**config.mk**
```make
export PLATFORM = sky130hd
export DESIGN_NAME = booth_seq_mult
export DESIGN_NICKNAME = d
export VERILOG_FILES = /design/src/rtl/booth_pkg.sv /design/src/rtl/booth_ctrl.sv /design/src/rtl/booth_datapath.sv /design/src/rtl/booth_seq_mult.sv
export SDC_FILE = /design/constraint.sdc
export NUM_CORES = 1
export LEC_CHECK = 0
export ABC_AREA = 1
export CAP_MARGIN = 20
export CORE_UTILIZATION = 38
export DETAILED_ROUTE_END_ITERATION = 8
export GPL_TIMING_DRIVEN = 0
export PLACE_DENSITY = 0.7
export SYNTH_ARGS = -nofsm -noshare
export SYNTH_HDL_FRONTEND = slang
export SYNTH_SLANG_ARGS = --single-unit
```
**constraint.sdc**
```tcl
create_clock -name clk -period 1.7 [get_ports clk]
set_clock_uncertainty 0.1 [all_clocks]
set_input_delay 0.255 -clock clk [delete_from_list [all_inputs] [get_ports clk]]
set_output_delay 0.255 -clock clk [all_outputs]
set_load 0.02 [all_outputs]
```
**src/rtl/booth_pkg.sv**
```systemverilog
// Package booth_pkg
// Shared types for the sequential Booth multiplier: controller states and
// the per-step action decoded from the two lowest working-register bits.
// Assumes the pair is ordered {current multiplier bit, bit below it}.
package booth_pkg;

    typedef enum logic [0:0] {
        ST_IDLE = 1'b0,
        ST_RUN  = 1'b1
    } booth_state_e;

    typedef enum logic [1:0] {
        OP_KEEP = 2'd0,
        OP_ADD  = 2'd1,
        OP_SUB  = 2'd2
    } booth_op_e;

    // Radix-2 recoding: 01 adds, 10 subtracts, equal bits keep.
    function automatic booth_op_e booth_recode(input logic [1:0] pair);
        booth_op_e op;
        unique case (pair)
            2'b01:   op = OP_ADD;
            2'b10:   op = OP_SUB;
            default: op = OP_KEEP;
        endcase
        return op;
    endfunction

endpackage

```
**src/rtl/booth_ctrl.sv**
```systemverilog
// Module booth_ctrl
// Sequencer for the multiplier. It accepts a start only while idle and then
// runs ITER_N iteration cycles. It emits the load and step strobes for the
// datapath and a one-cycle done pulse at the final step.
// Assumes ITER_N >= 1 and a synchronous active-low reset.
module booth_ctrl
    import booth_pkg::*;
#(
    parameter int ITER_N = 8
) (
    input  logic clk,
    input  logic rst_n,
    input  logic start,
    output logic load,
    output logic step,
    output logic busy,
    output logic done
);

    localparam int CNT_W = (ITER_N < 2) ? 1 : $clog2(ITER_N);
    localparam logic [CNT_W-1:0] LAST = CNT_W'(ITER_N - 1);

    booth_state_e     state_q;
    logic [CNT_W-1:0] cnt_q;
    logic             done_q;

    // Purpose: state, iteration count and done pulse.
    always_ff @(posedge clk) begin
        if (!rst_n) begin
            state_q <= ST_IDLE;
            cnt_q   <= '0;
            done_q  <= 1'b0;
        end else begin
            done_q <= 1'b0;
            unique case (state_q)
                ST_IDLE: begin
                    if (start) begin
                        state_q <= ST_RUN;
                        cnt_q   <= '0;
                    end
                end
                ST_RUN: begin
                    if (cnt_q == LAST) begin
                        state_q <= ST_IDLE;
                        done_q  <= 1'b1;
                    end else begin
                        cnt_q <= cnt_q + 1'b1;
                    end
                end
                default: state_q <= ST_IDLE;
            endcase
        end
    end

    // Purpose: decode the strobes from the current state.
    always_comb begin
        load = (state_q == ST_IDLE) && start;
        step = (state_q == ST_RUN);
        busy = (state_q == ST_RUN);
        done = done_q;
    end

    AST_DONE_SINGLE: assert property (@(posedge clk) disable iff (!rst_n)
        done |=> !done);
    AST_DONE_ENDS_RUN: assert property (@(posedge clk) disable iff (!rst_n)
        done |-> (!busy && $past(busy)));
    AST_CNT_BOUND: assert property (@(posedge clk) disable iff (!rst_n)
        busy |-> (cnt_q <= LAST));
    AST_START_IGNORED: assert property (@(posedge clk) disable iff (!rst_n)
        (busy && start && cnt_q != LAST) |=>
            (busy && cnt_q == CNT_W'($past(cnt_q) + 1'b1)));

endmodule

```
**src/rtl/booth_datapath.sv**
```systemverilog
// Module booth_datapath
// Working register and add/subtract values for radix-2 Booth recoding.
// The top field is one bit wider than the multiplicand, which keeps the most
// negative multiplicand exact. Only the top fields of the add and subtract
// values are stored, because their lower bits are always zero.
// Assumes load and step are never high together.
module booth_datapath
    import booth_pkg::*;
#(
    parameter int MC_W = 8,
    parameter int MP_W = 8
) (
    input  logic                 clk,
    input  logic                 rst_n,
    input  logic                 load,
    input  logic                 step,
    input  logic [MC_W-1:0]      mcand,
    input  logic [MP_W-1:0]      mplier,
    output logic [MC_W+MP_W-1:0] product
);

    localparam int HI_W = MC_W + 1;
    localparam int LO_W = MP_W + 1;
    localparam int P_W  = HI_W + LO_W;

    logic [P_W-1:0]  p_q;
    logic [HI_W-1:0] add_q;
    logic [HI_W-1:0] sub_q;
    logic [HI_W-1:0] mc_ext;
    logic [HI_W-1:0] hi_sum;
    logic [P_W-1:0]  p_next;
    booth_op_e       op;

    // Purpose: sign-extend the multiplicand into the widened top field.
    always_comb mc_ext = {mcand[MC_W-1], mcand};

    // Purpose: recode, add into the top field (carry dropped), shift right arithmetically.
    always_comb begin
        op = booth_recode(p_q[1:0]);
        unique case (op)
            OP_ADD:  hi_sum = p_q[P_W-1 -: HI_W] + add_q;
            OP_SUB:  hi_sum = p_q[P_W-1 -: HI_W] + sub_q;
            default: hi_sum = p_q[P_W-1 -: HI_W];
        endcase
        p_next = {hi_sum[HI_W-1], hi_sum, p_q[LO_W-1:1]};
    end

    // Purpose: initialise on load, advance on each step, otherwise hold.
    always_ff @(posedge clk) begin
        if (!rst_n) begin
            p_q   <= '0;
            add_q <= '0;
            sub_q <= '0;
        end else if (load) begin
            p_q   <= {{HI_W{1'b0}}, mplier, 1'b0};
            add_q <= mc_ext;
            sub_q <= HI_W'(-mc_ext);
        end else if (step) begin
            p_q <= p_next;
        end
    end

    // Purpose: drop the guard bit and the implied bottom bit.
    always_comb product = p_q[P_W-2:1];

    AST_HOLD_WHEN_IDLE: assert property (@(posedge clk) disable iff (!rst_n)
        (!load && !step) |=> $stable(p_q));
    AST_LOAD_CLEARS_TOP: assert property (@(posedge clk) disable iff (!rst_n)
        load |=> (p_q[P_W-1 -: HI_W] == '0 && !p_q[0]));
    AST_SUB_NEGATES_ADD: assert property (@(posedge clk) disable iff (!rst_n)
        load |=> (HI_W'(add_q + sub_q) == '0));
    AST_NO_DUAL_STROBE: assert property (@(posedge clk) disable iff (!rst_n)
        !(load && step));

endmodule

```
**src/rtl/booth_seq_mult.sv**
```systemverilog
// Module booth_seq_mult
// Top level of the sequential radix-2 Booth multiplier. It joins the
// sequencer and the datapath. Latency is one load cycle plus MPLIER_W
// iteration cycles. Assumes synchronous active-low reset and operands held
// only in the cycle start is high.
module booth_seq_mult #(
    parameter int MCAND_W  = 8,
    parameter int MPLIER_W = 8
) (
    input  logic                         clk,
    input  logic                         rst_n,
    input  logic                         start,
    input  logic [MCAND_W-1:0]           mcand,
    input  logic [MPLIER_W-1:0]          mplier,
    output logic                         busy,
    output logic                         done,
    output logic [MCAND_W+MPLIER_W-1:0]  product
);

    logic load;
    logic step;

    booth_ctrl #(
        .ITER_N (MPLIER_W)
    ) u_ctrl (
        .clk   (clk),
        .rst_n (rst_n),
        .start (start),
        .load  (load),
        .step  (step),
        .busy  (busy),
        .done  (done)
    );

    booth_datapath #(
        .MC_W (MCAND_W),
        .MP_W (MPLIER_W)
    ) u_dp (
        .clk     (clk),
        .rst_n   (rst_n),
        .load    (load),
        .step    (step),
        .mcand   (mcand),
        .mplier  (mplier),
        .product (product)
    );

    AST_PRODUCT_STABLE_AFTER_DONE: assert property (@(posedge clk) disable iff (!rst_n)
        (!busy && !start) |=> $stable(product));

endmodule

```
==> flow_metrics.tcl <==
set metrics [dict create \
    status "complete, but fails checks" \
    violations "setup timing" \
    antenna_found_initial 0 \
    routed.top_layer "met4" \
    max-slew-margin-rel_pct 66.2 \
    core_mm2 0.00649 \
    crit_family "simple AND/OR/NAND/NOR gates" \
    vias_per_cell 5.09 \
    worstReg2RegStart "u_dp.p_q[9]" \
    path_cells "ha_4 -> fa_2 -> nand2_2 -> nand2_4 -> nand3b_4 -> nand2_4 -> a21oi_4 -> nand2_1 -> nand2_1 -> nor2_1 -> nor2_1 -> nor2_1" \
    hp-start "mcand[0]" \
    arrival_ps 1930 \
    slowest_stage "fa_2" \
    htreeDepth 2 \
    p_sw_share_pct 30.7 \
    rrSetupSlack_ps -140 \
    drtPass1Iterations 5 \
    die_w_um 85.1 \
    die_h_um 85.1 \
    worstSetupEndpointType "flop" \
    path_max_fanout 3 \
    critPathLaunchType "flop" \
    io_pins 37 \
    combPwrFrac_pct 23.8 \
    clkLatencyLatePin_ps 290 \
    fin_crit_ps 1840 \
    vdd_drop_max_uv 388 \
    finalHoldViolCount 0 \
    numCtsBuffers 5 \
    synth_seq_area_share_pct 29.0 \
    avgSynthCellArea_um2 6.97 \
    r2r_end "u_dp.p_q[16]" \
    post-route-util_pct 52.9 \
    pwr-share-clk_pct 29.7 \
    syn_inst 376 \
    cpMostUsedCell "nor2_1" \
    layout.nets 468 \
    cts_buffer_depth 2 \
    ff2ff_path_depth 12 \
    final_area_mm2 0.00344 \
    wl_met3_um 384 \
    hold_class "in2reg" \
    ys_seq_elements 38 \
    io_buffers 36 \
    cellPowerDensity_mw_per_mm2 624 \
    antennaDiodeCount 0 \
    cts_tree "yes" \
    place_congestion 0.787 \
    timing.max_cap.violations 0 \
    hpwl_mm 4.91 \
    crit_required_ps 1790 \
    root_buffer "clkbuf_8" \
    routed_wl_mm 6.76 \
    internal-power_mw 1.49 \
    syn_to_final_growth_pct 31.0 \
    overflow 0 \
    setup_viol 4 \
    yosys_warnings 0 \
    timing.final.ws_setup_ps -141 \
    track_usage_pct 19.0 \
    path_buf_inv 0 \
    wl_per_cell_um 13.4 \
    synth_ff_type "dfxtp_1" \
    ant_nets 0 \
    fmax_ghz 0.543 \
    start_util_pct 40.4 \
    synth_nets 417 \
    whs_path_depth 3 \
    path_clk_slew_ps 80 \
    rows 29 \
    critical_path.max_stage_delay_ps 380 \
    cts_sinks 38 \
    met2_length_mm 3.38 \
    yosysUniqueCellTypes 42 \
    drive_gt1_share_pct 23.2 \
    worst-slew-pin-transition_ps 505 \
    drt_first_iter_violations 139 \
    vias 2560 \
    share_seq_of_total_power_pct 46.5 \
    netlist_area_mm2 0.00262 \
    worstHoldEndpoint "u_dp.add_q[0]" \
    placed_area_mm2 0.00310 \
    synth_edf_count 0 \
    crit_type "reg2reg" \
    drc 0 \
    finalCritPeriodShare_pct 108 \
    nFillCells 628 \
    critPathLaunch "u_dp.p_q[9]" \
    rsz0062_at_grt "yes" \
    drt-met1-wl_mm 2.92 \
    async_reset_ff_share_pct 0 \
    whs_ps 209 \
    grt_max_degree 11 \
    netSwitchingPower_mw 0.658 \
    slew_viol_final 0 \
    grt_pass1_wl_mm 10.8 \
    die_area_mm2 0.00724 \
    leakage_nw 1.66 \
    grt_pass1_vias 2403 \
]
==> sequential cells by signal, indices dropped and copies added (netlist names) <==
| signal | cells |
|---|---|
| u_dp.sub_q | 8 |
| u_dp.p_q | 17 |
| u_dp.add_q | 8 |
| u_ctrl.done | 1 |
| u_ctrl.cnt_q | 3 |
| u_ctrl.busy | 1 |
==> cell families after synthesis <==
logic type                 after synthesis  synth area share [%]
AOI/OAI and AO/OA                       55                  13.4
xor gates and xnor gates                 2                 0.668
adders and majority gates               22                  11.1
buffers and inverters                   69                  13.5
DFF                                     38                  29.0
and+or+nand+nor                        190                  32.4
==> worst max path at each step <==
stage | slack (ps) | cells past startpoint | end
3_5_place_dp | -250 | 9 | u_dp.sub_q[6]
2_1_floorplan | -10 | 12 | u_dp.p_q[16]
3_3_place_gp | -240 | 6 | u_dp.p_q[9]
4_1_cts | -130 | 12 | u_dp.p_q[16]
5_1_grt | -270 | 12 | u_dp.p_q[16]
6_report | -140 | 12 | u_dp.p_q[16]
==> worst min-delay path, delay by kind of cell <==
family          cells  cell delay [ps]
buf+inv             2              230
compound gates      1               70
==> power by group through the flow <==
stage,combinational (mW),clock (mW),sequential [mW]
2_1_floorplan,0.320,0,0.997
3_3_place_gp,0.463,0,1.01
3_5_place_dp,0.477,0,1.01
4_1_cts,0.477,0.641,0.991
5_1_grt,0.566,0.682,1.00
6_report,0.511,0.637,0.996
==> routing by layer <==
metal  global-route usage (%)  vias up
met2                     34.6       60
met4                     5.24        0
met5                        0        -
li1                         -     1309
met3                     4.18        8
met1                     22.4     1183
==> synth_stat cells, types with 2 or more instances <==
cell,count,area [µm²]
nor2_1,40,150
nand2_1,101,379
nand3_1,26,130
dfxtp_1,38,761
a21oi_1,19,95.1
fa_1,2,40.0
o311ai_0,2,17.5
inv_2,2,7.51
a22o_1,2,17.5
a211oi_2,2,25.0
o21ai_0,14,70.1
a22oi_1,8,60.1
inv_1,40,150
buf_6,3,33.8
nand3b_1,4,30.0
o21ai_1,2,10.0
ha_1,20,250
nor2_2,3,18.8
nor3_1,5,25.0
nand2_2,2,12.5
clkbuf_1,4,15.0
buf_4,17,128
==> cell usage in the layout (no fill, tap or decap), types with 3 or more instances in the layout <==
cell	Yosys	layout
o21ai_0	14	14
nand3b_1	4	4
clkbuf_1	4	3
inv_2	2	3
nor3_1	5	5
clkdlybuf4s50_1	0	18
clkbuf_8	0	6
ha_4	0	7
a21oi_1	19	17
a22oi_1	8	8
dlygate4sd2_1	0	15
dfxtp_1	38	29
dfxtp_4	0	3
buf_4	17	27
nand2_2	2	8
nand2_1	101	93
nand3_1	26	21
buf_6	3	3
inv_1	40	39
dfxtp_2	0	6
nor2_2	3	5
ha_2	0	4
nor2_1	40	37
ha_1	20	9
nand3_2	1	4
==> per-stage QoR <==
step	TNS (ps)	std cells	setup slack [ps]	power (mW)
after floorplan	-12.4	376	-12.4	1.32
after global placement	-1740	489	-239	1.47
after detailed placement	-2460	489	-251	1.49
after CTS	-239	501	-130	2.11
after global routing	-879	503	-273	2.25
final	-408	503	-141	2.14
==> final cells by class <==
class,instances,area [µm²],area share [%]
plain buffers,23,173,5.03
clock buffers,6,82.6,2.40
multi-input cells,269,1710,49.9
inverters,45,179,5.21
repair buffers,45,412,12.0
flip-flops and latches,38,779,22.7
well taps,77,96.3,2.80
==> repair_timing <==
| action | 4_1_cts | 5_1_grt |
|---|---|---|
| gates cloned | 0 | 0 |
| buffers inserted | 6 | 4 |
| hold buffers | 0 | 0 |
| endpoints found under the setup margin | 24 | 11 |
| pin swaps | 6 | 10 |
| endpoints found under the hold margin | 0 | 0 |
| resized for setup | 36 | 33 |
No activity file was read; power rests on OpenSTA's default activity.
